**src/rtl/tick_timer_pkg.sv**
```systemverilog
// Shared register offsets and control field layout for the per-core tick timer.
// Assumes a byte-addressed bus; offsets are compared after width adaption.
package tick_timer_pkg;
    localparam logic [7:0] OFS_DIV    = 8'h00;
    localparam logic [7:0] OFS_PERIOD = 8'h08;
    localparam logic [7:0] OFS_CTRL   = 8'h20;
    localparam logic [7:0] OFS_FLAG   = 8'h30;
    localparam logic [7:0] OFS_IEN    = 8'h34;
    localparam logic [7:0] OFS_WDONE  = 8'h40;

    localparam int WD_DIV_BIT    = 0;
    localparam int WD_PERIOD_BIT = 1;
    localparam int WD_CTRL_BIT   = 3;

    // packed MSB first: tick_run is bit 0, per_run bit 1, interval bit 2
    typedef struct packed {
        logic interval;
        logic per_run;
        logic tick_run;
    } ctrl_t;
endpackage

```
**src/rtl/tick_timer_regs.sv**
```systemverilog
// Register file: decodes bus writes, holds buffers, control, flag, enable and
// write-applied bits, and drives the combinational read mux.
// Assumes one write per cycle; a flag set by expiry wins over a clear.
module tick_timer_regs
    import tick_timer_pkg::*;
#(
    parameter int DW    = 32,
    parameter int AW    = 8,
    parameter int PRE_W = 32,
    parameter int CNT_W = 31
) (
    input  logic             clk,
    input  logic             rst_n,
    input  logic             bus_wr,
    input  logic [AW-1:0]    bus_addr,
    input  logic [DW-1:0]    bus_wdata,
    output logic [DW-1:0]    bus_rdata,
    input  logic             expire,
    output logic             div_load,
    output logic             per_load,
    output logic [PRE_W-1:0] div_buf,
    output logic [CNT_W-1:0] per_buf,
    output ctrl_t            ctrl,
    output logic             flag,
    output logic             ien
);
    localparam int UPD_BIT = DW - 1;

    logic wr_div, wr_per, wr_ctrl, wr_flag, wr_ien, wr_wdone;
    logic wd_div, wd_per, wd_ctrl;

    // Address decode of the write strobe
    always_comb begin
        wr_div   = bus_wr && (bus_addr == AW'(OFS_DIV));
        wr_per   = bus_wr && (bus_addr == AW'(OFS_PERIOD));
        wr_ctrl  = bus_wr && (bus_addr == AW'(OFS_CTRL));
        wr_flag  = bus_wr && (bus_addr == AW'(OFS_FLAG));
        wr_ien   = bus_wr && (bus_addr == AW'(OFS_IEN));
        wr_wdone = bus_wr && (bus_addr == AW'(OFS_WDONE));
    end

    assign div_load = wr_div;
    assign per_load = wr_per && bus_wdata[UPD_BIT];

    // Writable registers and sticky flags
    always_ff @(posedge clk) begin
        if (!rst_n) begin
            div_buf <= '0;
            per_buf <= '0;
            ctrl    <= '0;
            flag    <= 1'b0;
            ien     <= 1'b0;
            wd_div  <= 1'b0;
            wd_per  <= 1'b0;
            wd_ctrl <= 1'b0;
        end else begin
            if (wr_div)  div_buf <= bus_wdata[PRE_W-1:0];
            if (wr_per)  per_buf <= bus_wdata[CNT_W-1:0];
            if (wr_ctrl) ctrl    <= ctrl_t'(bus_wdata[2:0]);
            if (wr_ien)  ien     <= bus_wdata[0];
            if (expire)                      flag <= 1'b1;
            else if (wr_flag && bus_wdata[0]) flag <= 1'b0;
            wd_div  <= wr_div  | (wd_div  & ~(wr_wdone & bus_wdata[WD_DIV_BIT]));
            wd_per  <= wr_per  | (wd_per  & ~(wr_wdone & bus_wdata[WD_PERIOD_BIT]));
            wd_ctrl <= wr_ctrl | (wd_ctrl & ~(wr_wdone & bus_wdata[WD_CTRL_BIT]));
        end
    end

    // Read-back mux
    always_comb begin
        bus_rdata = '0;
        case (bus_addr)
            AW'(OFS_DIV):    bus_rdata[PRE_W-1:0] = div_buf;
            AW'(OFS_PERIOD): bus_rdata[CNT_W-1:0] = per_buf;
            AW'(OFS_CTRL):   bus_rdata[2:0]       = ctrl;
            AW'(OFS_FLAG):   bus_rdata[0]         = flag;
            AW'(OFS_IEN):    bus_rdata[0]         = ien;
            AW'(OFS_WDONE): begin
                bus_rdata[WD_DIV_BIT]    = wd_div;
                bus_rdata[WD_PERIOD_BIT] = wd_per;
                bus_rdata[WD_CTRL_BIT]   = wd_ctrl;
            end
            default:         bus_rdata = '0;
        endcase
    end
endmodule

```
**src/rtl/tick_timer_prescaler.sv**
```systemverilog
// Prescaler: counts enabled timer cycles down from the divisor and emits a
// one-cycle tick at zero, then reloads. Holds its value while not running.
module tick_timer_prescaler #(
    parameter int PRE_W = 32
) (
    input  logic             clk,
    input  logic             rst_n,
    input  logic             run,
    input  logic             tclk_en,
    input  logic             load,
    input  logic [PRE_W-1:0] load_val,
    input  logic [PRE_W-1:0] reload_val,
    output logic             tick,
    output logic [PRE_W-1:0] count
);
    assign tick = run && tclk_en && (count == '0);

    // Divisor down-counter with bus load priority
    always_ff @(posedge clk) begin
        if (!rst_n)                count <= '0;
        else if (load)             count <= load_val;
        else if (tick)             count <= reload_val;
        else if (run && tclk_en)   count <= count - 1'b1;
    end
endmodule

```
**src/rtl/tick_timer_period.sv**
```systemverilog
// Period counter: decrements on each tick while running, signals expiry on the
// tick that takes it from 1 to 0, then reloads (interval) or rests at 0.
module tick_timer_period #(
    parameter int CNT_W = 31
) (
    input  logic             clk,
    input  logic             rst_n,
    input  logic             tick,
    input  logic             run,
    input  logic             interval,
    input  logic             load,
    input  logic [CNT_W-1:0] load_val,
    input  logic [CNT_W-1:0] reload_val,
    output logic             expire,
    output logic [CNT_W-1:0] count
);
    logic step;
    assign step   = tick && run;
    assign expire = step && (count == CNT_W'(1));

    // Tick counter with load priority over decrement and reload
    always_ff @(posedge clk) begin
        if (!rst_n)                      count <= '0;
        else if (load)                   count <= load_val;
        else if (expire)                 count <= interval ? reload_val : '0;
        else if (step && count != '0)    count <= count - 1'b1;
    end
endmodule

```
**src/rtl/per_core_tick_timer.sv**
```systemverilog
// Top of the per-core tick timer: register file, prescaler and period counter.
// Assumes the timer clock is provided as an enable in the bus clock domain.
module per_core_tick_timer #(
    parameter int DW    = 32,
    parameter int AW    = 8,
    parameter int PRE_W = 32
) (
    input  logic          clk,
    input  logic          rst_n,
    input  logic          tclk_en,
    input  logic          bus_wr,
    input  logic [AW-1:0] bus_addr,
    input  logic [DW-1:0] bus_wdata,
    output logic [DW-1:0] bus_rdata,
    output logic          irq
);
    import tick_timer_pkg::*;
    localparam int CNT_W = DW - 1;

    logic             div_load, per_load, tick, expire, flag, ien;
    logic [PRE_W-1:0] div_buf, div_cnt;
    logic [CNT_W-1:0] per_buf, per_cnt;
    ctrl_t            ctrl;

    tick_timer_regs #(.DW(DW), .AW(AW), .PRE_W(PRE_W), .CNT_W(CNT_W)) u_regs (
        .clk(clk), .rst_n(rst_n), .bus_wr(bus_wr), .bus_addr(bus_addr),
        .bus_wdata(bus_wdata), .bus_rdata(bus_rdata), .expire(expire),
        .div_load(div_load), .per_load(per_load), .div_buf(div_buf),
        .per_buf(per_buf), .ctrl(ctrl), .flag(flag), .ien(ien)
    );

    tick_timer_prescaler #(.PRE_W(PRE_W)) u_pre (
        .clk(clk), .rst_n(rst_n), .run(ctrl.tick_run), .tclk_en(tclk_en),
        .load(div_load), .load_val(bus_wdata[PRE_W-1:0]), .reload_val(div_buf),
        .tick(tick), .count(div_cnt)
    );

    tick_timer_period #(.CNT_W(CNT_W)) u_per (
        .clk(clk), .rst_n(rst_n), .tick(tick), .run(ctrl.per_run),
        .interval(ctrl.interval), .load(per_load),
        .load_val(bus_wdata[CNT_W-1:0]), .reload_val(per_buf),
        .expire(expire), .count(per_cnt)
    );

    assign irq = flag & ien;
endmodule

```
**config.mk**
```make
export PLATFORM = sky130hd
export DESIGN_NAME = per_core_tick_timer
export DESIGN_NICKNAME = d
export VERILOG_FILES = /design/src/rtl/tick_timer_pkg.sv /design/src/rtl/tick_timer_regs.sv /design/src/rtl/tick_timer_prescaler.sv /design/src/rtl/tick_timer_period.sv /design/src/rtl/per_core_tick_timer.sv
export SDC_FILE = /design/constraint.sdc
export NUM_CORES = 1
export LEC_CHECK = 0
export BUFFER_PORTS_ARGS = -buffer_cell sky130_fd_sc_hd__buf_4
export CORE_MARGIN = 5
export CORE_UTILIZATION = 31
export CTS_BUF_LIST = sky130_fd_sc_hd__clkbuf_8
export CTS_CLUSTER_DIAMETER = 50
export DETAILED_ROUTE_END_ITERATION = 10
export SKIP_CTS_REPAIR_TIMING = 1
export SKIP_LAST_GASP = 1
export SYNTH_ARGS = -nofsm -noshare
export SYNTH_HDL_FRONTEND = slang
export SYNTH_SLANG_ARGS = --single-unit
```
**constraint.sdc**
```tcl
create_clock -name clk -period 2.85 [get_ports clk]
set_clock_uncertainty 0.1 [all_clocks]
set_input_delay 0.4275 -clock clk [delete_from_list [all_inputs] [get_ports clk]]
set_output_delay 0.4275 -clock clk [all_outputs]
set_load 0.05 [all_outputs]
```
==> key figures <==
Status
  • Status: finished with violations
  • Violated checks: negative setup slack

Clock network
  • Clock sinks: 134
  • Clock transition at the registers of the reported paths: 0.08 ns
  • Num CTS Buffers: 17
  • Worst-Skew Late Latency: 0.45 ns
  • Clk buf depth: 2
  • Htree depth: 4
  • CTS tree: built
  • CTS Root Cell: clkbuf_8

Placed design
  • Hpwl dp: 20000 um
  • Placed instance area: 0.00892 sq mm
  • Gpl congestion: 0.900
  • Port Buffers: 76

Drt
  • DR iter-0 viols: 879
  • First-pass detailed-route iteration total: 5
  • Wire per inst: 19.6 um
  • Residual DRC: 0
  • Final ANT Viol Nets: 0
  • DRT Wirelength: 28300 um
  • Via/cell ratio: 5.58
  • Detailed-route via count: 8070

Synthesis
  • Syn nets: 1036
  • Post-synthesis sequential area ratio: 36.1%
  • Yosys warns: 0
  • Top FF cell, synth: dfxtp_1
  • Avg Inst Size Synth: 7.51 sq um
  • Ys async rst share: 0%
  • Yosys reg bits: 134
  • Number of synthesized flops with an enable pin: 0
  • Cell count after synthesis: 989
  • Netlist cell types: 69
  • Mapped cell area: 0.00743 sq mm

Worst setup path
  • Cells on worst reg2reg path: 11
  • Most Frequent Cell on Critical Path: or3_4
  • Worst path max stage delay: 0.45 ns
  • Nature of the critical path endpoint: flip-flop
  • Critical path, cell by cell: inv_2, ha_4, or4b_4, or3_4, or3_4, a311oi_4, buf_4, buf_12, a31o_4, nand2_2, o21ba_2
  • Crit Path Class: flip-flop to flip-flop
  • Reg2reg setup slack: -0.15 ns
  • Critical-path top delay cell: or4b_4
  • Crit-path max FO: 7
  • CP Launch Type: flip-flop
  • Top delay family on crit path: simple AND/OR/NAND/NOR gates
  • Data arrival, critical path: 3.25 ns
  • RR Startpoint: u_pre.count[1]
  • Reg2reg end: u_per.count[29]
  • Worst path bufs/invs: 3
  • Crit path required time: 3.10 ns

Flow run
  • Max-cap violations: 0

STA
  • Final hold vios: 0
  • Fin Hold WS: 0.132 ns
  • Final Max Tran Viols: 0
  • Final setup margin: -0.151 ns
  • Least-Margin Pin Slew: 0.772 ns
  • Max Fclk: 333 MHz
  • Final min period: 3.00 ns
  • Final period util: 105%
  • Worst slew margin: 48.4%
  • RSZ-0062 raised after global routing: yes
  • # setup viols final: 33

Hold path
  • Worst Hold Class: input pin to flip-flop
  • WHS Path Cells: 3
  • Hold endpoint: u_per.count[23]
  • Hold Crit Start: bus_wdata[23]

Global route
  • First-pass GRT wire length: 42300 um
  • GRT Util Overall: 19.8%
  • Initial antenna violation count: 0
  • Largest net degree at the start of global routing: 68
  • Number of global-route vias before repair: 7436
  • Remaining Overflow, GRT: 0

Cells and area
  • Layout area overhead: 31.9%
  • Share of cells above drive strength 1: 25.5%
  • Design area: 0.00979 sq mm
  • Core Util, Final: 41.6%
  • Final #Nets: 1163
  • Ant diodes: 0

Floorplanning
  • Die Footprint: 0.0271 sq mm
  • Core ar.: 0.0235 sq mm
  • # rows: 56
  • Die Width: 165 um
  • Starting Density: 31.5%
  • IO Count: 77
  • Chip height: 165 um

Pwr
  • Cell Pwr Density: 385 mW/mm^2
  • Worst vdd ir: 0.000240 V
  • Lkg Pwr: 3.82 nW
-- tightest hold or removal path, stage by stage --
cell	delay [ns]
buf_4	0.11
nand2_1	0.05
o21ai_1	0.06
-- final cells by class --
class | count | area, sq um
clock buffer | 19 | 262
fill | 2432 | 13700
sequential | 134 | 2690
clock inverter | 12 | 138
tap | 319 | 399
multi-input combinational | 767 | 4670
timing repair buffer | 181 | 1580
inverter | 15 | 56.3
-- worst max-delay path by stage --
stage                          startpoint         endpoint  cells past startpoint
after global placement    u_pre.count[16]  u_per.count[30]                      8
after global routing       u_pre.count[1]  u_per.count[29]                     11
after CTS                 u_pre.count[16]  u_per.count[30]                      8
final                      u_pre.count[1]  u_per.count[29]                     11
after floorplan            u_pre.count[1]  u_pre.count[18]                      9
after detailed placement  u_pre.count[16]  u_per.count[30]                      8
-- cell families (layout without fill, tap and decap cells) --
| family | count (synthesis) | count (layout) | synth area share, % |
|---|---|---|---|
| xor gates and xnor gates | 20 | 20 | 2.36 |
| AOI/OAI and AO/OA | 329 | 329 | 29.0 |
| adders and majority gates | 3 | 3 | 0.506 |
| muxes | 9 | 9 | 1.23 |
| and+or+nand+nor | 406 | 406 | 25.9 |
| DFF | 134 | 134 | 36.1 |
| buffers and inverters | 88 | 227 | 4.87 |
-- synth_stat cells, types with 14 or more instances --
master	instances	share of area, %
nor3_1	19	1.3
a21oi_1	84	5.7
o21ai_0	69	4.7
inv_1	14	0.71
clkbuf_1	59	3.0
a21boi_0	37	3.7
nor4_1	20	1.7
a22o_1	27	3.2
nand2_1	204	10
a31oi_1	16	1.3
nand3_1	32	2.2
dfxtp_1	134	36
nor2_1	60	3.0
-- through the flow --
step	worst slack (ns)	setup TNS [ns]	power (mW)	std cells
after floorplan	-0.0534	-0.328	2.01	989
after global placement	-0.169	-2.06	2.14	1402
after detailed placement	-0.177	-3.91	2.14	1402
after CTS	-0.198	-4.64	3.78	1433
after global routing	-0.227	-5.45	3.88	1447
final	-0.151	-2.59	3.77	1447
-- flip-flops by register name, indices dropped and copies added (netlist names) --
name,flops
u_per.count,31
u_regs.ctrl,3
u_regs.ien,1
u_regs.wd_per,1
u_regs.wd_ctrl,1
u_pre.count,32
u_regs.div_buf,32
u_regs.wd_div,1
u_regs.per_buf,31
u_regs.flag,1
-- report_power, final --
part           internal (mW)  switching [mW]
combinational         0.0891           0.142
sequential              1.87         0.00275
clock                  0.892           0.772
-- routing by layer --
metal  GRT usage, %  part of all wire (%)
met5              0                     0
met2           32.7                    49
met3           2.92                   5.4
met1           27.1                    44
met4           5.56                   1.7
-- layout by cell type (no fill, tap or decap), types with 7 or more instances in the layout --
cell      netlist  layout
a211oi_1       13      10
a21boi_0       37      36
clkbuf_8        0      19
nor4_1         20      18
buf_4           2     162
o22ai_1        13      12
o21ai_1         1      18
a21oi_2         0       8
a31oi_1        16      15
dfxtp_1       134     131
xnor2_1         8       8
nand2_1       204     200
and2_1          7       7
nand3_1        32      29
or4_4           2       9
or3_1          13      11
o21ai_0        69      46
nor2_1         60      55
inv_1          14      15
buf_12          0       7
a22o_1         27      27
nor3_1         19      18
nand2b_1        7       7
a22oi_1         8       8
mux2i_1         8       8
a21oi_1        84      76
xor2_1         12      12
No activity file was read; power rests on OpenSTA's default activity.
